File: config.mk
export PLATFORM = sky130hd
export DESIGN_NAME = kbd_mode_port
export DESIGN_NICKNAME = d
export VERILOG_FILES = /design/src/rtl/kbd_port_pkg.sv /design/src/rtl/kbd_mode_reg.sv /design/src/rtl/kbd_reset_timer.sv /design/src/rtl/kbd_code_latch.sv /design/src/rtl/kbd_mode_port.sv
export SDC_FILE = /design/constraint.sdc
export NUM_CORES = 1
export LEC_CHECK = 0
export BUFFER_PORTS_ARGS = -buffer_cell sky130_fd_sc_hd__buf_2
export CORE_MARGIN = 4
export CORE_UTILIZATION = 30
export CTS_BUF_LIST = sky130_fd_sc_hd__clkbuf_8
export DETAILED_ROUTE_END_ITERATION = 8
export HOLD_SLACK_MARGIN = 0.08
export PLACE_DENSITY_LB_ADDON = 0.15
export SYNTH_ARGS = -nofsm -noshare
export SYNTH_HDL_FRONTEND = slang
export SYNTH_SLANG_ARGS = --single-unit
File: constraint.sdc
create_clock -name clk -period 3.23 [get_ports clk]
set_input_delay 0.1615 -clock clk [delete_from_list [all_inputs] [get_ports clk]]
set_output_delay 0.1615 -clock clk [all_outputs]
set_load 0.02 [all_outputs]
File: src/rtl/kbd_port_pkg.sv
package kbd_port_pkg;

  typedef enum logic [1:0] {
    KM_RESET_KEEP = 2'b00,
    KM_NORMAL     = 2'b01,
    KM_RESET_CLR  = 2'b10,
    KM_DISCARD    = 2'b11
  } kbd_mode_e;

  localparam int unsigned KBD_CODE_W     = 8;
  localparam int unsigned KBD_CTRL_W     = 8;
  localparam int unsigned KBD_RESET_TICKS = 5;

endpackage

File: src/rtl/kbd_mode_reg.sv
module kbd_mode_reg
  import kbd_port_pkg::*;
#(
  parameter int unsigned CTRL_W = KBD_CTRL_W
) (
  input  logic              clk,
  input  logic              rst_n,
  input  logic              ctrl_we,
  input  logic [CTRL_W-1:0] ctrl_data,
  output kbd_mode_e         mode_q,
  output logic              reset_start,
  output logic              irq_clear,
  output logic              discard,
  output logic              rd_enable
);

  localparam int unsigned MODE_HI = CTRL_W - 1;
  localparam int unsigned MODE_LO = CTRL_W - 2;

  kbd_mode_e mode_wr;
  kbd_mode_e mode_d;
  logic      mode_en;

  always_comb begin
    mode_wr     = kbd_mode_e'(ctrl_data[MODE_HI:MODE_LO]);
    mode_en     = ctrl_we;
    mode_d      = mode_en ? mode_wr : mode_q;
    reset_start = ctrl_we && !mode_wr[0] && (mode_wr != mode_q);
    irq_clear   = ctrl_we && mode_wr[1];
    discard     = (mode_q == KM_DISCARD);
    rd_enable   = !mode_q[1];
  end

  always_ff @(posedge clk or negedge rst_n) begin
    if (!rst_n) begin
      mode_q <= KM_NORMAL;
    end else if (mode_en) begin
      mode_q <= mode_d;
    end
  end

endmodule

File: src/rtl/kbd_reset_timer.sv
module kbd_reset_timer #(
  parameter int unsigned RESET_TICKS = 5
) (
  input  logic                                 clk,
  input  logic                                 rst_n,
  input  logic                                 start,
  input  logic                                 tick,
  output logic [$clog2(RESET_TICKS+1)-1:0]    cnt_q,
  output logic                                 done
);

  localparam int unsigned CNT_W = $clog2(RESET_TICKS + 1);
  localparam logic [CNT_W-1:0] CNT_LOAD = CNT_W'(RESET_TICKS);
  localparam logic [CNT_W-1:0] CNT_ONE  = CNT_W'(1);

  logic [CNT_W-1:0] cnt_d;
  logic             cnt_en;
  logic             busy;

  always_comb begin
    busy   = (cnt_q != '0);
    done   = tick && !start && (cnt_q == CNT_ONE);
    cnt_en = start || (tick && busy);
    if (start) begin
      cnt_d = CNT_LOAD;
    end else begin
      cnt_d = cnt_q - CNT_ONE;
    end
  end

  always_ff @(posedge clk or negedge rst_n) begin
    if (!rst_n) begin
      cnt_q <= '0;
    end else if (cnt_en) begin
      cnt_q <= cnt_d;
    end
  end

endmodule

File: src/rtl/kbd_code_latch.sv
module kbd_code_latch #(
  parameter int unsigned     CODE_W   = 8,
  parameter logic [CODE_W-1:0] SELFTEST = 'hAA
) (
  input  logic              clk,
  input  logic              rst_n,
  input  logic              discard,
  input  logic              selftest_post,
  input  logic              code_valid,
  input  logic [CODE_W-1:0] code_in,
  input  logic              rd_stb,
  input  logic              rd_enable,
  input  logic              irq_clear,
  output logic [CODE_W-1:0] latch_q,
  output logic              irq_q
);

  logic [CODE_W-1:0] latch_d;
  logic              irq_d;
  logic              latch_en;

  always_comb begin
    latch_d = latch_q;
    irq_d   = irq_q;
    if (!discard && selftest_post) begin
      latch_d = SELFTEST;
      irq_d   = 1'b1;
    end else if (!discard && code_valid) begin
      latch_d = code_in;
      irq_d   = 1'b1;
    end else begin
      if (rd_stb && rd_enable) begin
        latch_d = '0;
        irq_d   = 1'b0;
      end
      if (irq_clear) begin
        irq_d = 1'b0;
      end
    end
    latch_en = (latch_d != latch_q) || (irq_d != irq_q);
  end

  always_ff @(posedge clk or negedge rst_n) begin
    if (!rst_n) begin
      latch_q <= '0;
      irq_q   <= 1'b0;
    end else if (latch_en) begin
      latch_q <= latch_d;
      irq_q   <= irq_d;
    end
  end

endmodule

File: src/rtl/kbd_mode_port.sv
module kbd_mode_port
  import kbd_port_pkg::*;
#(
  parameter int unsigned       CODE_W      = KBD_CODE_W,
  parameter int unsigned       CTRL_W      = KBD_CTRL_W,
  parameter int unsigned       RESET_TICKS = KBD_RESET_TICKS,
  parameter logic [CODE_W-1:0] SELFTEST    = 'hAA,
  parameter logic [CODE_W-1:0] LOCKED_VAL  = 'h3D
) (
  input  logic              clk,
  input  logic              rst_n,
  input  logic              ctrl_we,
  input  logic [CTRL_W-1:0] ctrl_data,
  input  logic              tick,
  input  logic              key_valid,
  input  logic [CODE_W-2:0] key_scan,
  input  logic              key_release,
  input  logic              rd_stb,
  output logic [CODE_W-1:0] rd_data,
  output logic              irq
);

  localparam int unsigned CNT_W = $clog2(RESET_TICKS + 1);

  kbd_mode_e         mode_q;
  logic              reset_start;
  logic              irq_clear;
  logic              discard;
  logic              rd_enable;
  logic [CNT_W-1:0]  rst_cnt;
  logic              selftest_post;
  logic [CODE_W-1:0] code_in;
  logic [CODE_W-1:0] latch_q;

  assign code_in = {key_release, key_scan};

  kbd_mode_reg #(
    .CTRL_W(CTRL_W)
  ) i_mode (
    .clk        (clk),
    .rst_n      (rst_n),
    .ctrl_we    (ctrl_we),
    .ctrl_data  (ctrl_data),
    .mode_q     (mode_q),
    .reset_start(reset_start),
    .irq_clear  (irq_clear),
    .discard    (discard),
    .rd_enable  (rd_enable)
  );

  kbd_reset_timer #(
    .RESET_TICKS(RESET_TICKS)
  ) i_timer (
    .clk  (clk),
    .rst_n(rst_n),
    .start(reset_start),
    .tick (tick),
    .cnt_q(rst_cnt),
    .done (selftest_post)
  );

  kbd_code_latch #(
    .CODE_W  (CODE_W),
    .SELFTEST(SELFTEST)
  ) i_latch (
    .clk          (clk),
    .rst_n        (rst_n),
    .discard      (discard),
    .selftest_post(selftest_post),
    .code_valid   (key_valid),
    .code_in      (code_in),
    .rd_stb       (rd_stb),
    .rd_enable    (rd_enable),
    .irq_clear    (irq_clear),
    .latch_q      (latch_q),
    .irq_q        (irq)
  );

  always_comb begin
    rd_data = rd_enable ? latch_q : LOCKED_VAL;
  end

endmodule

==> impl_metrics.toml <==
[final_layout]
diodes = 0
fin_cells = 135
fill_cells = 257
design_area_um2 = 957
layout-drive-gt1-share = 0.362
nets = 131
fin_util = 0.390
area_growth_pct = 25.2

[yosys]
synth_warnings = 0
ys_ff_latch = 14
synthCells = 79
synth-edff-count = 0
yosysSeqAreaShare = 0.460
ys.flop_type = "dfrtp_1"
synthesis.area_um2 = 764
syn-num-nets = 104
synthArstFlopShare = 1.00
postSynthAreaPerCell_um2 = 9.68
synth_cell_types = 27

[timing]
setup_viol = 0
max-slew-margin-rel = 0.662
worst_slack_ps = 1740
rsz0062_at_grt = "false"
finalSetupTns_ps = 0
clock_skew_ps = 5.50
slew_violations = 0
min_period_over_period = 0.463
tightest_slew_ps = 507
fin_crit_ps = 1490
final-hold-violation-count = 0
fmax_mhz = 669

[power_and_ir_drop]
pwr-share-comb = 0.342
power.share.switching = 0.340
power_leakage_nw = 0.478
p_int_uw = 399
p_seq_frac = 0.413
p_per_area_nw_per_um2 = 632
clockPowerShare = 0.245
ir_drop_mv = 0.342
power_switching_uw = 206

[clocking]
numClockSinks = 14
numCtsBuffers = 3
clk_latency_ps = 250
clk_pin_slew_ps = 60
ctsResizeCount = 0
post-cts-setup-buffer-count = 0
cts_htree_levels = 1
clockBufferDepth = 2
clock-root-buffer = "clkbuf_8"
cts_tree = "done"

[run]
cap_violations = 0

[setup_path]
cp-start-kind = "flop"
worst_r2r_endpoint = "i_latch.latch_q[2]"
crit_chain = "or2_2 > buf_2"
r2r_cells = 3
path_buf_inv = 1
cp_max_fo = 14
crit_path_end_kind = "output pin"
worstSetupPathType = "reg2out"
critPathArrivalTime_ps = 1330
required_ps = 3070
crit_slowest_cell = "dfrtp_1"
crit_path_max_incr_delay_ps = 560
reg2reg_setup_slack_ps = 1760
r2r-start = "i_mode.mode_q[1]"
crit_family = "flip-flops"

[detailed_routing]
viasPerCell = 4.88
wl_per_cell_um = 12.9
totalWireLength_um = 1740
drc = 0
via_count = 659
drtPass1Iterations = 4
drt_iter0_markers = 15
ant_nets = 0

[floorplanning]
die_area_um2 = 3420
die_y_um = 58.5
die_w_um = 58.5
rows = 18
num_io_pins = 31
core_um2 = 2450
start_util = 0.311

[global_routing]
groute.usage.overall = 0.127
antenna_found_initial = 0
grt_pass1_vias = 688
grt_first_pass_wirelength_um = 3260
grt-ovfl-total = 0
grt_max_degree = 15

[min_path]
min_from = "key_scan[6]"
whs_endpoint = "i_latch.latch_q[6]"
hold_class = "in2reg"
hold_path_depth = 3

[placement]
gp_congestion = 0.699
dpl.hpwl_um = 1260
placed_area_um2 = 902
portBuffers = 24
dp.cells = 130
preCtsSetupSlack_ps = 1790

[run_status]
outcome = "finished clean"
[cell usage in the layout (no fill, tap or decap), drive strengths merged]
cell type,count
nor2b,5
a31oi,1
a21bo,1
o21a,1
nand3,5
a21boi,1
nor2,5
or2,5
and3,1
a22oi,4
dfrtp,13
mux2,2
buf,24
nand2b,2
o211ai,1
a21oi,4
inv,5
o21ai,3
o22ai,4
dlygate4sd3,1
ha,3
xnor2,1
clkbuf,3
dfstp,1
xor2,1
nand2,8
[layout make-up]
cell class / instances / area [um2] / share of cell area
Tap cell: 30 / 37.5 / 0.0392
Inverter: 4 / 15.0 / 0.0157
Clock buffer: 3 / 41.3 / 0.0431
Clock inverter: 1 / 3.75 / 0.00392
Timing Repair Buffer: 25 / 130 / 0.136
Sequential cell: 14 / 352 / 0.367
Multi-Input combinational cell: 58 / 378 / 0.395
[per-layer routing]
layer  routed length (um)  global-route usage  up-vias
li1                     -                   -      326
met1                  718               0.155      301
met2                  822               0.201       30
met3                  187              0.0570        2
met4                   14              0.0331        0
met5                    0                   0        -
[worst reg2reg max path, stage by stage (launching register included)]
cell	delay, ps
dfrtp_1	660
nand2b_1	420
nand3_1	130
a22oi_1	180
[stage by stage]
stage | total power, mW | hold WS, ps
CTS | 0.615 | 151
floorplan | 0.404 | -134
finish | 0.605 | 152
global route | 0.663 | 165
detailed placement | 0.463 | 89.8
global placement | 0.456 | 86.4
[synth_stat cells, types with 2 or more instances]
master	count	area (um2)
ha_1	3	37.5
nand3_1	5	25.0
nand2_1	8	30.0
dfrtp_1	13	325
or2_2	5	31.3
a22oi_1	4	30.0
nand2b_1	2	12.5
nor2b_1	5	31.3
inv_1	4	15.0
mux2_2	2	22.5
a21oi_1	4	20.0
nor2_1	5	18.8
buf_4	2	15.0
o22ai_1	4	25.0
[worst max path at each step]
stage / startpoint / to / slack [ps] / depth (start not counted)
2_1_floorplan: i_timer.cnt_q[0] / i_timer.cnt_q[1] / 1890 / 6
3_5_place_dp: i_mode.mode_q[1] / i_latch.latch_q[0] / 1790 / 3
5_1_grt: i_mode.mode_q[1] / i_latch.latch_q[0] / 1550 / 3
4_1_cts: i_mode.mode_q[1] / rd_data[3] / 1720 / 2
3_3_place_gp: i_mode.mode_q[1] / i_latch.latch_q[0] / 1800 / 3
6_report: i_mode.mode_q[1] / rd_data[3] / 1740 / 2
[registers in the layout (all words and copies together), names as in the netlist]
name,flops
i_latch.irq_q,1
i_latch.latch_q,8
i_mode.mode_q,2
i_timer.cnt_q,3
[power by group through the flow]
| stage | logic (mW) | registers, mW | clock network, mW |
|---|---|---|---|
| 2_1_floorplan | 0.157 | 0.247 | 0 |
| 3_3_place_gp | 0.205 | 0.251 | 0 |
| 3_5_place_dp | 0.209 | 0.254 | 0 |
| 4_1_cts | 0.211 | 0.251 | 0.154 |
| 5_1_grt | 0.241 | 0.257 | 0.165 |
| 6_report | 0.207 | 0.250 | 0.148 |
[kinds of logic (layout without fill, tap and decap cells)]
logic type / count (synthesis) / in the layout / share of synthesized area
compound gates: 20 / 20 / 0.190
xor+xnor: 2 / 2 / 0.0229
fa+ha+maj: 3 / 3 / 0.0491
buf+inv: 7 / 33 / 0.0458
flops: 14 / 14 / 0.460
mux: 2 / 2 / 0.0295
simple gates: 31 / 31 / 0.203
[repair_timing]
item	in CTS	in global routing
hold endpoints to repair	13	0
hold buffers	1	0
endpoints found under the setup margin	0	0
No activity file was read; power rests on OpenSTA's default activity.
